## config.mk

```make
export PLATFORM = sky130hd
export DESIGN_NAME = rst_cause_hub
export DESIGN_NICKNAME = d
export VERILOG_FILES = /design/src/rtl/rst_pkg.sv /design/src/rtl/rst_ext_sync.sv /design/src/rtl/rst_pwrt_timer.sv /design/src/rtl/rst_status_reg.sv /design/src/rtl/rst_cause_hub.sv
export SDC_FILE = /design/constraint.sdc
export NUM_CORES = 1
export LEC_CHECK = 0
export ABC_AREA = 1
export BUFFER_PORTS_ARGS = -buffer_cell sky130_fd_sc_hd__clkbuf_2
export CAP_MARGIN = 20
export CORE_MARGIN = 5
export CORE_UTILIZATION = 40
export CTS_CLUSTER_DIAMETER = 100
export DETAILED_ROUTE_END_ITERATION = 7
export PLACE_DENSITY_LB_ADDON = 0.05
export SLEW_MARGIN = 40
export SYNTH_ARGS = -nofsm -noshare
export SYNTH_HDL_FRONTEND = slang
export SYNTH_SLANG_ARGS = --single-unit
```

## constraint.sdc

```tcl
create_clock -name clk -period 2.78 [get_ports clk]
set_input_delay 0.556 -clock clk [delete_from_list [all_inputs] [get_ports clk]]
set_output_delay 0.556 -clock clk [all_outputs]
set_load 0.005 [all_outputs]
```

## src/rtl/rst_pkg.sv

```systemverilog
package rst_pkg;
  localparam int unsigned STAT_W = 16;

  // Flag positions; firmware decodes these.
  localparam int unsigned B_POR  = 0;
  localparam int unsigned B_BOR  = 1;
  localparam int unsigned B_IDL  = 2;
  localparam int unsigned B_SLP  = 3;
  localparam int unsigned B_WDT  = 4;
  localparam int unsigned B_SWR  = 6;
  localparam int unsigned B_EXT  = 7;
  localparam int unsigned B_ILL  = 14;
  localparam int unsigned B_TRAP = 15;

  localparam logic [STAT_W-1:0] IMPL_MASK =
    (16'd1 << B_POR) | (16'd1 << B_BOR) | (16'd1 << B_IDL) | (16'd1 << B_SLP) |
    (16'd1 << B_WDT) | (16'd1 << B_SWR) | (16'd1 << B_EXT) | (16'd1 << B_ILL) |
    (16'd1 << B_TRAP);

  localparam logic [STAT_W-1:0] POR_VALUE = (16'd1 << B_POR) | (16'd1 << B_BOR);

  typedef struct packed {
    logic trap;
    logic ill;
    logic ext;
    logic swr;
    logic wdt;
    logic slp;
    logic idl;
    logic bor;
  } cause_t;
endpackage

```

## src/rtl/rst_ext_sync.sv

```systemverilog
module rst_ext_sync #(
  parameter int unsigned STAGES = 2
) (
  input  logic clk,
  input  logic rst_n,
  input  logic pin_n,
  output logic pin_sync_n
);
  logic [STAGES-1:0] stg_q;
  logic [STAGES-1:0] stg_d;

  always_comb begin
    stg_d[0] = pin_n;
    for (int i = 1; i < STAGES; i++) stg_d[i] = stg_q[i-1];
  end

  always_ff @(posedge clk or negedge rst_n) begin
    if (!rst_n) stg_q <= '1;
    else        stg_q <= stg_d;
  end

  assign pin_sync_n = stg_q[STAGES-1];

  generate
    for (genvar g = 1; g < STAGES; g++) begin : g_chk
      assert_sync_lag_R4: assert property (@(posedge clk) disable iff (!rst_n)
        !stg_q[g-1] |=> !stg_q[g]);
    end
  endgenerate
endmodule

```

## src/rtl/rst_pwrt_timer.sv

```systemverilog
module rst_pwrt_timer #(
  parameter int unsigned CYCLES = 8
) (
  input  logic clk,
  input  logic rst_n,
  input  logic bor_req,
  output logic busy_o
);
  localparam int unsigned CW = (CYCLES < 2) ? 1 : $clog2(CYCLES + 1);
  localparam logic [CW-1:0] LOAD = CW'(CYCLES);

  logic [CW-1:0] cnt_q;
  logic [CW-1:0] cnt_d;
  logic          cnt_en;

  always_comb begin
    cnt_en = bor_req || (cnt_q != '0);
    if (bor_req) cnt_d = LOAD;
    else         cnt_d = cnt_q - 1'b1;
  end

  always_ff @(posedge clk or negedge rst_n) begin
    if (!rst_n)      cnt_q <= LOAD;
    else if (cnt_en) cnt_q <= cnt_d;
  end

  assign busy_o = (cnt_q != '0);

  generate
    if (CYCLES > 0) begin : g_chk
      assert_bor_delay_R5: assert property (@(posedge clk) disable iff (!rst_n)
        $fell(bor_req) |-> busy_o);
    end
  endgenerate
endmodule

```

## src/rtl/rst_status_reg.sv

```systemverilog
module rst_status_reg
  import rst_pkg::*;
(
  input  logic              clk,
  input  logic              rst_n,
  input  logic [STAT_W-1:0] set_i,
  input  logic              clr_wdt_i,
  input  logic              wr_en,
  input  logic [STAT_W-1:0] wr_data,
  output logic [STAT_W-1:0] status_o
);
  logic [STAT_W-1:0] stat_q;
  logic [STAT_W-1:0] stat_d;
  logic [STAT_W-1:0] base;
  logic              upd;

  always_comb begin
    base = wr_en ? wr_data : stat_q;
    if (clr_wdt_i) base[B_WDT] = 1'b0;
    stat_d = (base | set_i) & IMPL_MASK;
    upd    = wr_en || clr_wdt_i || (set_i != '0);
  end

  always_ff @(posedge clk or negedge rst_n) begin
    if (!rst_n)   stat_q <= POR_VALUE;
    else if (upd) stat_q <= stat_d;
  end

  assign status_o = stat_q;

  assert_hw_wins_R12: assert property (@(posedge clk) disable iff (!rst_n)
    (set_i != '0) |=> ((status_o & $past(set_i)) == $past(set_i)));

  assert_pwrsav_clear_R10: assert property (@(posedge clk) disable iff (!rst_n)
    (clr_wdt_i && !set_i[B_WDT]) |=> !status_o[B_WDT]);
endmodule

```

## src/rtl/rst_cause_hub.sv

```systemverilog
module rst_cause_hub
  import rst_pkg::*;
#(
  parameter int unsigned NTRAP       = 4,
  parameter int unsigned PWRT_CYCLES = 8,
  parameter int unsigned SYNC_STAGES = 2
) (
  input  logic              clk,
  input  logic              rst_n,
  input  logic              ext_rst_n,
  input  logic              bor_req,
  input  logic              swr_req,
  input  logic              wdt_tmo,
  input  logic [NTRAP-1:0]  trap_pend,
  input  logic              illop_req,
  input  logic              uninit_req,
  input  logic              sleep_st,
  input  logic              idle_st,
  input  logic              pwrsav_req,
  input  logic              wr_en,
  input  logic [STAT_W-1:0] wr_data,
  output logic              sys_rst,
  output logic [STAT_W-1:0] status
);
  logic              ext_sync_n;
  logic              pwrt_busy;
  logic              trap_conflict;
  logic              wdt_rst;
  logic              async_now;
  logic              hold_q;
  logic              hold_d;
  cause_t            cause;
  logic [STAT_W-1:0] set_vec;

  rst_ext_sync #(.STAGES(SYNC_STAGES)) u_sync (
    .clk(clk), .rst_n(rst_n), .pin_n(ext_rst_n), .pin_sync_n(ext_sync_n)
  );

  rst_pwrt_timer #(.CYCLES(PWRT_CYCLES)) u_pwrt (
    .clk(clk), .rst_n(rst_n), .bor_req(bor_req), .busy_o(pwrt_busy)
  );

  // Two or more pending bits: clearing the lowest one leaves something set.
  always_comb begin
    trap_conflict = (trap_pend & (trap_pend - 1'b1)) != '0;
    wdt_rst       = wdt_tmo && !(sleep_st || idle_st);
    async_now     = wdt_rst || illop_req || uninit_req || trap_conflict;
    hold_d        = async_now || swr_req;
  end

  always_ff @(posedge clk or negedge rst_n) begin
    if (!rst_n) hold_q <= 1'b0;
    else        hold_q <= hold_d;
  end

  always_comb begin
    cause.trap = trap_conflict;
    cause.ill  = illop_req || uninit_req;
    cause.ext  = !ext_sync_n;
    cause.swr  = swr_req;
    cause.wdt  = wdt_tmo;
    cause.slp  = sleep_st;
    cause.idl  = idle_st;
    cause.bor  = bor_req;
    set_vec         = '0;
    set_vec[B_TRAP] = cause.trap;
    set_vec[B_ILL]  = cause.ill;
    set_vec[B_EXT]  = cause.ext;
    set_vec[B_SWR]  = cause.swr;
    set_vec[B_WDT]  = cause.wdt;
    set_vec[B_SLP]  = cause.slp;
    set_vec[B_IDL]  = cause.idl;
    set_vec[B_BOR]  = cause.bor;
  end

  rst_status_reg u_stat (
    .clk(clk), .rst_n(rst_n), .set_i(set_vec), .clr_wdt_i(pwrsav_req),
    .wr_en(wr_en), .wr_data(wr_data), .status_o(status)
  );

  assign sys_rst = !rst_n || !ext_rst_n || !ext_sync_n || async_now ||
                   hold_q || bor_req || pwrt_busy;

  assert_swr_next_R3: assert property (@(posedge clk) disable iff (!rst_n)
    swr_req |=> sys_rst);

  assert_trap_flag_R7: assert property (@(posedge clk) disable iff (!rst_n)
    trap_conflict |=> status[B_TRAP]);
endmodule

```

---- Word-level counts from Yosys, hierarchy flattened ----
Cells that the tools add are included.
word-level totals
  flip-flop bits (word level) ............. 16
  input port bits ......................... 32
  output and inout bits ................... 17
  logic and storage cells ................. 34
cells by class
  add/sub/neg operators ................... 2
  multiplexer cells ....................... 3
  bitwise operators ....................... 2
  reduce and logical (&&, ||, !) cells .... 23
operator list
  kind                                                                count
  16-bit 2-to-1 mux                                                   1
  16-bit OR                                                           1
  16-bit nonzero test                                                 1
  1-bit logical OR                                                    15
  4-bit nonzero test                                                  2
  4-bit by 1-bit subtractor with 4-bit output, second input constant  2
  4-bit AND                                                           1
  1-bit logical NOT                                                   4
  4-bit 2-to-1 mux                                                    1
  1-bit logical AND                                                   1
  1-bit 2-to-1 mux                                                    1

---- Depth between registers and ports, before layout ----
Gate-level depths: netlist (run 1).
  word-level depth ........................ 10
  gate-level depth with buffers ........... 7
  mapped depth without buffers ............ 7

---- By module ----
From an unflattened synthesis (run 1), not the netlist that was laid out.
unflattened totals
  cell total of the unflattened synthesis .. 106
  area, all modules ....................... 877.1 sq um
modules (own cells, without submodules)
  module          times used  cells an instance  area an instance (sq um)  seq. area each (sq um)
  rst_status_reg  1           51                 474.2                     227.7
  rst_pwrt_timer  1           28                 222.7                     101.3
  rst_cause_hub   1           25                 127.6                     25.0
  rst_ext_sync    1           2                  52.6                      52.6

---- Worst setup path before layout (run 1) ----
OpenSTA, ideal clock, no wires.
  path kind ............................... reg-to-output
  start ................................... reg u_pwrt.cnt_q[0]
  end ..................................... out sys_rst
  data arrival time ....................... 1.031 ns
  data required time ...................... 2.224 ns
  setup slack ............................. 1.193 ns
  stages on the path, launching flop included .. 8
  buffers on the path ..................... 0
  cells stage by stage .................... dfrtp_1 inv_1 ha_1 inv_1 nor2_2 nand2_2 nor2_1 nand3_1
on the way
  longest elaborated chain between the ends .. 2
RTL lines
  item                    line                  text
  start, declared         rst_pwrt_timer.sv:12  logic [CW-1:0] cnt_q;
  start signal, assigned  rst_pwrt_timer.sv:24  else if (cnt_en) cnt_q <= cnt_d;
  4-bit nonzero test      rst_pwrt_timer.sv:27  assign busy_o = (cnt_q != '0);
  1-bit logical OR        rst_cause_hub.sv:82   hold_q || bor_req || pwrt_busy;
  end, declared           rst_cause_hub.sv:22   output logic sys_rst,
No other way between the ends.

---- Worst setup path in the final report (run 1) ----
Ends and elaborated chain as after synthesis.

==> results of run 1 <==
## state kept, by name, indices dropped and copies added (netlist names)
name             flops
hold_q               1
u_pwrt.cnt_q         4
u_sync.stg_q         2
u_stat.status_o      9
## worst max path at each step
stage	to	slack [ns]	cells past startpoint
2_1_floorplan	sys_rst	1.19	7
3_3_place_gp	sys_rst	0.99	8
3_5_place_dp	sys_rst	0.98	8
4_1_cts	sys_rst	0.65	8
5_1_grt	sys_rst	0.52	8
6_report	sys_rst	0.67	8
## worst reg2reg max path: stages (launching register included)
cell and delay, ns:
dfrtp_1 0.38, inv_1 0.11, ha_1 0.21, inv_1 0.06, nor2_2 0.08, nand2_2 0.08
o21ai_1 0.13
## where the power goes
part	switching, mW	internal [mW]	leakage [nW]
logic	0.0968	0.0748	0.361
clock network	0.0695	0.0795	0.0210
registers	0.0248	0.275	0.171
total	0.191	0.430	0.552
## metal layers
metal,vias to the layer above,global-route usage [%],wire length (µm)
li1,363,-,-
met1,308,16.4,755
met2,22,17.9,740
met3,2,2.45,126
met4,0,4.98,7
met5,-,0,0
## layout make-up
cell class | instances | area, µm² | share of cell area (%)
well taps | 27 | 33.8 | 3.38
clock buffers | 4 | 36.3 | 3.63
flip-flops and latches | 16 | 407 | 40.7
multi-input cells | 69 | 304 | 30.4
inverters | 11 | 41.3 | 4.13
repair buffers | 35 | 178 | 17.8
## synthesized netlist by cell type, drive strengths merged
library cell  number  area (µm²)
nand2             30         115
nor2              13        53.8
dfrtp             11         275
inv               11        41.3
nand3              9        45.0
buf                8        57.6
dfstp              5         131
a21oi              3        15.0
o21ai              2        10.0
a31oi              1        6.26
conb               1        3.75
ha                 1        12.5
nand4              1        6.26
nor3               1        5.00
xnor2              1        8.76
## cell families after synthesis
family | Yosys count | share of synthesized area [%]
other cells | 1 | 0.476
flops | 16 | 51.7
buf+inv | 19 | 12.6
xor+xnor | 1 | 1.11
compound gates | 6 | 3.97
simple gates | 54 | 28.6
fa+ha+maj | 1 | 1.59
==> impl_metrics.json, run 1 <==
{
  "finalWorstSetupSlack_ns": 0.671,
  "crit_start": "u_pwrt.cnt_q[0]$_DFFE_PN0P_",
  "skew_ns": 0.00346,
  "via_per_inst": 4.29,
  "yosysWarningCount": 0,
  "layout_common_cells": "clkbuf_2 (34), nand2_1 (29), nor2_1 (11), dfrtp_1 (11), inv_1 (10)",
  "num_io_pins": 49,
  "ant_nets": 0,
  "ys_seq_area_share_pct": 51.7,
  "clk_path_buf_depth": 2,
  "period_share_pct": 75.9,
  "vias": 695,
  "crit_path_frequent_cell": "inv_1",
  "drt-total-wl_um": 1630,
  "grt_pass1_wl_um": 2560,
  "path_class": "flop to output pin",
  "status": "complete, no violations",
  "r2r_end": "u_pwrt.cnt_q[1]$_DFFE_PN0P_",
  "p_total_uw": 621,
  "dpl_cell_area_um2": 963,
  "post-cts-setup-buffers": 0,
  "grt_max_degree": 17,
  "ys_ff_latch": 16,
  "setup_tns_ns": 0,
  "cp.arrival_ns": 1.55,
  "endpoint_kind": "output pin",
  "wl_per_cell_um": 10.1,
  "die_y_um": 54.4,
  "place_congestion": 0.721,
  "syn_area_per_cell_um2": 8.03,
  "cts_tree": "done",
  "antenna_cells": 0,
  "hold_path_class": "input pin to async pin",
  "core_um2": 1920,
  "rows": 16,
  "grt_use_total_pct": 11.9,
  "dr.pass1.iters": 4,
  "clk_pin_slew_ns": 0.09,
  "ctsHoldBuffers": 0,
  "drc": 0,
  "gr-total-overflow": 0,
  "antenna_found_initial": 0,
  "rrSetupSlack_ns": 1.64,
  "finalInstanceArea_um2": 1000,
  "ir_drop_v": 0.000314,
  "p_leak_nw": 0.552,
  "min_period_ns": 2.11,
  "root_buffer": "clkbuf_4",
  "dieArea_um2": 2950,
  "num-nets-final": 169,
  "hpwl_um": 1360,
  "io_buffers": 34,
  "grt_pass1_vias": 623,
  "path_buf_inv": 3,
  "initial_core_util_pct": 41.0,
  "path_max_fanout": 4,
  "die_width_um": 54.4,
  "critPathMaxStageDelay_ns": 0.38,
  "clock-sinks": 16,
  "layout_commonest_cell": "clkbuf_2",
  "power_per_cell_area_nw_per_um2": 621,
  "drv_slew": 0,
  "maxCapViolations": 0,
  "clkLatencyLatePin_ns": 0.28,
  "hold_viol": 0,
  "netlist_area_um2": 787,
  "cp_cell_sequence": "inv_1, ha_1, inv_1, nor2_2, nand2_2, nor2_1, nand3_1, clkbuf_2",
  "cts_resized": 0,
  "timing.rr.start": "u_pwrt.cnt_q[0]$_DFFE_PN0P_",
  "start_kind": "flop",
  "dp_cells": 158,
  "synth_cell_types": 19,
  "rsz0062_at_grt": "false",
  "hold_slack_ns": 0.226,
  "fin_util_pct": 52.0,
  "final-setup-viol-count": 0,
  "crit_required_ns": 2.22,
  "stdcell_count": 162,
  "r2r.worst_path.cells": 6,
  "drive_gt1_share_pct": 35.6,
  "fill_cells": 199,
  "netlist_instances": 98,
  "drt_iter0_markers": 6,
  "critPathSlowestCell": "dfrtp_1",
  "synthToLayoutAreaGrowth_pct": 27.0,
  "crit_family": "simple AND/OR/NAND/NOR gates",
  "max_freq_ghz": 0.474,
  "dp_slack_ns": 0.976,
  "h-tree-depth": 1,
  "cts_buffers": 3
}
(Power assumes the default switching activity.)
==> run 2, diff against run 1 <==
==> constraint.sdc (replaced) <==
create_clock -name clk -period 2.1 [get_ports clk]
set_input_delay 0.42 -clock clk [delete_from_list [all_inputs] [get_ports clk]]
set_output_delay 0.42 -clock clk [all_outputs]
set_load 0.005 [all_outputs]
==> impl_metrics.json, run 2 (synthesis results as in run 1) <==
{
  "dp_cells": 158,
  "core_um2": 1920,
  "via_per_inst": 4.27,
  "initial_core_util_pct": 41.0,
  "grt_max_degree": 17,
  "vias": 692,
  "hold_slack_ns": 0.0960,
  "stdcell_count": 162,
  "grt_use_total_pct": 12.2,
  "drt-total-wl_um": 1650,
  "start_kind": "flop",
  "post-cts-setup-buffers": 0,
  "skew_ns": 0.000366,
  "rsz0062_at_grt": "false",
  "gr-total-overflow": 0,
  "cts_tree": "done",
  "crit_required_ns": 1.68,
  "r2r_end": "u_pwrt.cnt_q[1]$_DFFE_PN0P_",
  "status": "complete, no violations",
  "grt_pass1_wl_um": 2590,
  "hold_viol": 0,
  "maxCapViolations": 0,
  "endpoint_kind": "output pin",
  "cts_buffers": 3,
  "dp_slack_ns": 0.440,
  "timing.rr.start": "u_pwrt.cnt_q[0]$_DFFE_PN0P_",
  "clk_path_buf_depth": 2,
  "place_congestion": 0.724,
  "die_width_um": 54.4,
  "rrSetupSlack_ns": 0.96,
  "clkLatencyLatePin_ns": 0.27,
  "num_io_pins": 49,
  "wl_per_cell_um": 10.2,
  "clk_pin_slew_ns": 0.09,
  "finalInstanceArea_um2": 995,
  "drv_slew": 0,
  "dr.pass1.iters": 4,
  "h-tree-depth": 1,
  "root_buffer": "clkbuf_4",
  "dieArea_um2": 2950,
  "layout_commonest_cell": "clkbuf_2",
  "setup_tns_ns": 0,
  "largest_reg_flops": 9,
  "dpl_cell_area_um2": 963,
  "max_freq_ghz": 0.514,
  "hpwl_um": 1360,
  "io_buffers": 34,
  "hold_path_class": "input pin to async pin",
  "synthToLayoutAreaGrowth_pct": 26.4,
  "antenna_cells": 0,
  "drt_iter0_markers": 4,
  "p_leak_nw": 0.545,
  "ir_drop_v": 0.000488,
  "final-setup-viol-count": 0,
  "num-nets-final": 169,
  "r2r.worst_path.cells": 6,
  "rows": 16,
  "finalWorstSetupSlack_ns": 0.154,
  "drc": 0,
  "min_period_ns": 1.95,
  "period_share_pct": 92.7,
  "antenna_found_initial": 0,
  "layout_common_cells": "clkbuf_2 (34), nand2_1 (29), dfrtp_1 (11)",
  "path_class": "flop to output pin",
  "grt_pass1_vias": 620,
  "path_max_fanout": 4,
  "drive_gt1_share_pct": 36.3,
  "clock-sinks": 16,
  "power_per_cell_area_nw_per_um2": 796,
  "cp.arrival_ns": 1.53,
  "die_y_um": 54.4,
  "ant_nets": 0
}
## run 2: cell counts in the layout (fill, tap and decap cells not counted)
No cell type changed its count.
## run 2: how the worst max path moves through the flow
| stage | to | cells past startpoint | from |
|---|---|---|---|
| global route | sys_rst | 8 | u_pwrt.cnt_q[0]$_DFFE_PN0P_ |
| detailed placement | sys_rst | 8 | u_pwrt.cnt_q[0]$_DFFE_PN0P_ |
| floorplan | sys_rst | 7 | u_pwrt.cnt_q[0]$_DFFE_PN0P_ |
| global placement | sys_rst | 8 | u_pwrt.cnt_q[0]$_DFFE_PN0P_ |
| CTS | sys_rst | 8 | u_pwrt.cnt_q[0]$_DFFE_PN0P_ |
| finish | sys_rst | 8 | u_pwrt.cnt_q[0]$_DFFE_PN0P_ |
## run 2: critical path, stage by stage (launching register included)
cell	delay, ns
dfrtp_1	0.39
inv_1	0.11
ha_2	0.21
inv_1	0.05
nor2_2	0.08
nand2_2	0.09
nor2_2	0.12
nand3_1	0.08
clkbuf_2	0.12
## run 2: layout make-up
class                           count  area, µm²
Sequential cell                    16        407
Multi-Input combinational cell     69        309
Timing Repair Buffer               35        178
Clock buffer                        4       26.3
Inverter                           11       41.3
Fill cell                         211        927
Tap cell                           27       33.8
## run 2: where the power goes
| group | switching [mW] | internal [mW] |
|---|---|---|
| Clock | 0.0848 | 0.0735 |
| Combinational | 0.133 | 0.102 |
| Sequential | 0.0346 | 0.364 |
## run 2: through the flow
stage                     total power [mW]  utilization, %
after floorplan                      0.567               -
after global routing                 0.858            51.8
final                                0.792            51.8
after CTS                            0.793            51.5
after global placement               0.624            50.1
after detailed placement             0.634            50.1
## run 2: timing repair
action,4_1_cts,5_1_grt
endpoints found under the setup margin,0,1
resized for setup,0,2
hold buffers,0,0
## run 2: metal layers
metal	routed length [µm]	part of all wire [%]	up-vias	track usage, %
met5	0	0	-	0
met1	736	45	306	15.3
met2	790	48	22	19.7
met4	13	0.79	0	2.49
met3	106	6.4	2	4.90
li1	-	-	362	-
==> run 3, diff against run 2 <==
--- a/config.mk
+++ b/config.mk
@@ -16,4 +16,5 @@
 export SLEW_MARGIN = 40
 export SYNTH_ARGS = -nofsm -noshare
 export SYNTH_HDL_FRONTEND = slang
+export SYNTH_HIERARCHICAL = 1
 export SYNTH_SLANG_ARGS = --single-unit
==> impl_metrics.json, run 3 <==
{
  "yosysMostFrequentCell": "nand2_1",
  "cts_buffers": 3,
  "start_kind": "flop",
  "grt_max_degree": 17,
  "wl_per_cell_um": 10.6,
  "clk_pin_slew_ns": 0.09,
  "synth_edf_count": 0,
  "rsz0062_at_grt": "false",
  "yosysWarningCount": 6,
  "crit_start": "u_pwrt/cnt_q[0]$_DFFE_PN0P_",
  "netlist_instances": 106,
  "crit_required_ns": 1.68,
  "hold_viol": 0,
  "r2r.worst_path.cells": 6,
  "place_congestion": 0.751,
  "p_total_uw": 823,
  "rows": 17,
  "layout_commonest_cell": "clkbuf_2",
  "path_buf_inv": 2,
  "status": "complete, no violations",
  "path_max_fanout": 4,
  "synthToLayoutAreaGrowth_pct": 24.0,
  "root_buffer": "clkbuf_4",
  "path_depth": 8,
  "grt_pass1_vias": 744,
  "ys_ff_latch": 16,
  "initial_core_util_pct": 40.8,
  "async_flop_share_pct": 100,
  "rrSetupSlack_ns": 1.00,
  "synth-main-ff-cell": "dfrtp_1",
  "num_io_pins": 49,
  "drive_gt1_share_pct": 44.4,
  "power_per_cell_area_nw_per_um2": 757,
  "fill_cells": 226,
  "gr-total-overflow": 0,
  "grt_use_met2_pct": 21.6,
  "num-nets-final": 178,
  "period_share_pct": 93.0,
  "grt_pass1_wl_um": 3010,
  "die_width_um": 56.8,
  "drv_slew": 0,
  "use_met3_pct": 2.53,
  "ys_seq_area_share_pct": 46.4,
  "synth_cell_types": 18,
  "layout_common_cells": "clkbuf_2 (34), nand2_1 (29), inv_1 (13)",
  "cts_tree": "done",
  "hpwl_um": 1460,
  "via_per_inst": 4.31,
  "h-tree-depth": 1,
  "endpoint_kind": "output pin",
  "min_period_ns": 1.95,
  "vias": 742,
  "stdcell_count": 172,
  "drt-total-wl_um": 1820,
  "crit_end": "sys_rst",
  "use_met1_pct": 13.3,
  "final-setup-viol-count": 0,
  "dp_cells": 167,
  "max_freq_ghz": 0.512,
  "netlist_area_um2": 877,
  "core_um2": 2150,
  "clock-sinks": 16,
  "antenna_found_initial": 0,
  "grt_use_total_pct": 11.9,
  "p_leak_nw": 0.579,
  "ir_drop_v": 0.000365,
  "dieArea_um2": 3230,
  "skew_ns": 0.00314,
  "io_buffers": 34,
  "synthTopCellsByArea": "dfrtp_1 (31%), dfstp_2 (15%), nand2_1 (12%), a21oi_2 (8.0%), buf_4 (6.0%)",
  "path_class": "flop to output pin",
  "critPathMaxStageDelay_ns": 0.39,
  "critPathSlowestCell": "dfrtp_1",
  "yosysTopAreaCell": "dfrtp_1",
  "cp_cell_sequence": "inv_1, ha_2, nand3_2, nor2_2, nand2_1, nor2_1, nand3_1, clkbuf_2",
  "maxCapViolations": 0,
  "r2r_end": "u_pwrt/cnt_q[0]$_DFFE_PN0P_",
  "syn_area_per_cell_um2": 8.27,
  "clkLatencyLatePin_ns": 0.27,
  "dr.pass1.iters": 4,
  "die_y_um": 56.8,
  "drt_iter0_markers": 7,
  "largest_reg_flops": 9,
  "antenna_cells": 0,
  "crit_family": "simple AND/OR/NAND/NOR gates",
  "drc": 0,
  "hold_path_class": "input pin to async pin",
  "busiest_layer": "met2",
  "ant_nets": 0,
  "cp.arrival_ns": 1.53,
  "synthTopCellsByCount": "nand2_1 (29), inv_1 (13), dfrtp_1 (11), nor2_1 (10), a21oi_2 (8)",
  "timing.rr.start": "u_pwrt/cnt_q[0]$_DFFE_PN0P_",
  "setup_tns_ns": 0,
  "clk_path_buf_depth": 2,
  "yosysTopAreaCellShare_pct": 31.4
}
-- run 3: changes by cell type in the layout (fill, tap and decap cells not counted), sizes merged, moves of 2 or more --
cell    delta
inv        +6
a21oi      +5
nand3      -3
nand2      +2
nand3b     +2
nand4      +2
nor2       -2
o21ai      -2
-- run 3: area by class of cell --
cell class / instances / area [µm²] / share of cell area, %
flip-flops and latches: 16 / 407 / 37.4
well taps: 28 / 35.0 / 3.22
multi-input cells: 71 / 363 / 33.4
clock buffers: 4 / 26.3 / 2.42
inverters: 17 / 71.3 / 6.56
repair buffers: 36 / 185 / 17.0
-- run 3: layer usage --
layer | share of wire [%] | wire, µm
met1 | 41 | 742
met2 | 52 | 949
met3 | 6.3 | 115
met4 | 0.93 | 17
met5 | 0 | 0
-- run 3: cell families (layout without fill, tap and decap cells) --
logic type,after synthesis,count (layout),synth area share (%)
and+or+nand+nor,54,54,28.0
other,2,8,0.856
adders and majority gates,1,1,1.43
AOI/OAI and AO/OA,8,8,7.99
buffers and inverters,25,57,15.4
DFF,16,16,46.4
-- run 3: metrics by stage --
step	hold slack [ns]	utilization [%]	instance area, µm²	setup WS [ns]
floorplan	0.124	-	900	0.646
global placement	0.347	48.8	1050	0.443
detailed placement	0.348	48.8	1050	0.395
CTS	0.0852	50.0	1070	0.0697
global route	0.0816	50.6	1090	0.0135
finish	0.0890	50.6	1090	0.147
-- run 3: how the worst min path moves through the flow --
stage / cells after the start / slack [ns] / endpoint / from
floorplan: 0 / 0.12 / hold_q$_DFF_PN0_ / rst_n
global placement: 0 / 0.35 / u_sync/stg_q[1]$_DFF_PN1_ / u_sync/stg_q[0]$_DFF_PN1_
detailed placement: 0 / 0.35 / u_sync/stg_q[1]$_DFF_PN1_ / u_sync/stg_q[0]$_DFF_PN1_
CTS: 2 / 0.09 / u_pwrt/cnt_q[0]$_DFFE_PN0P_ / rst_n
global route: 2 / 0.08 / u_pwrt/cnt_q[0]$_DFFE_PN0P_ / rst_n
finish: 2 / 0.09 / u_pwrt/cnt_q[0]$_DFFE_PN0P_ / rst_n
-- run 3: power by group --
group | total [mW] | switching, mW | internal, mW | leakage, nW
sequential | 0.394 | 0.0297 | 0.364 | 0.171
combinational | 0.266 | 0.156 | 0.110 | 0.393
clock | 0.164 | 0.0902 | 0.0735 | 0.0150
total | 0.823 | 0.276 | 0.547 | 0.579
-- run 3: worst reg2reg max path, delay by kind of cell (launching register included) --
kind                     cells  cell delay (ns)
adder cells (fa/ha/maj)      1             0.21
buffers and inverters        2             0.13
flip-flops                   1             0.39
AND/OR/NAND/NOR              3             0.31
-- run 3: timing repair --
action / in CTS / in global routing
setup buffers: 0 / 1
hold buffers: 0 / 0
endpoints found under the setup margin: 0 / 1
hold endpoints to repair: 0 / 0
resized for setup: 0 / 2
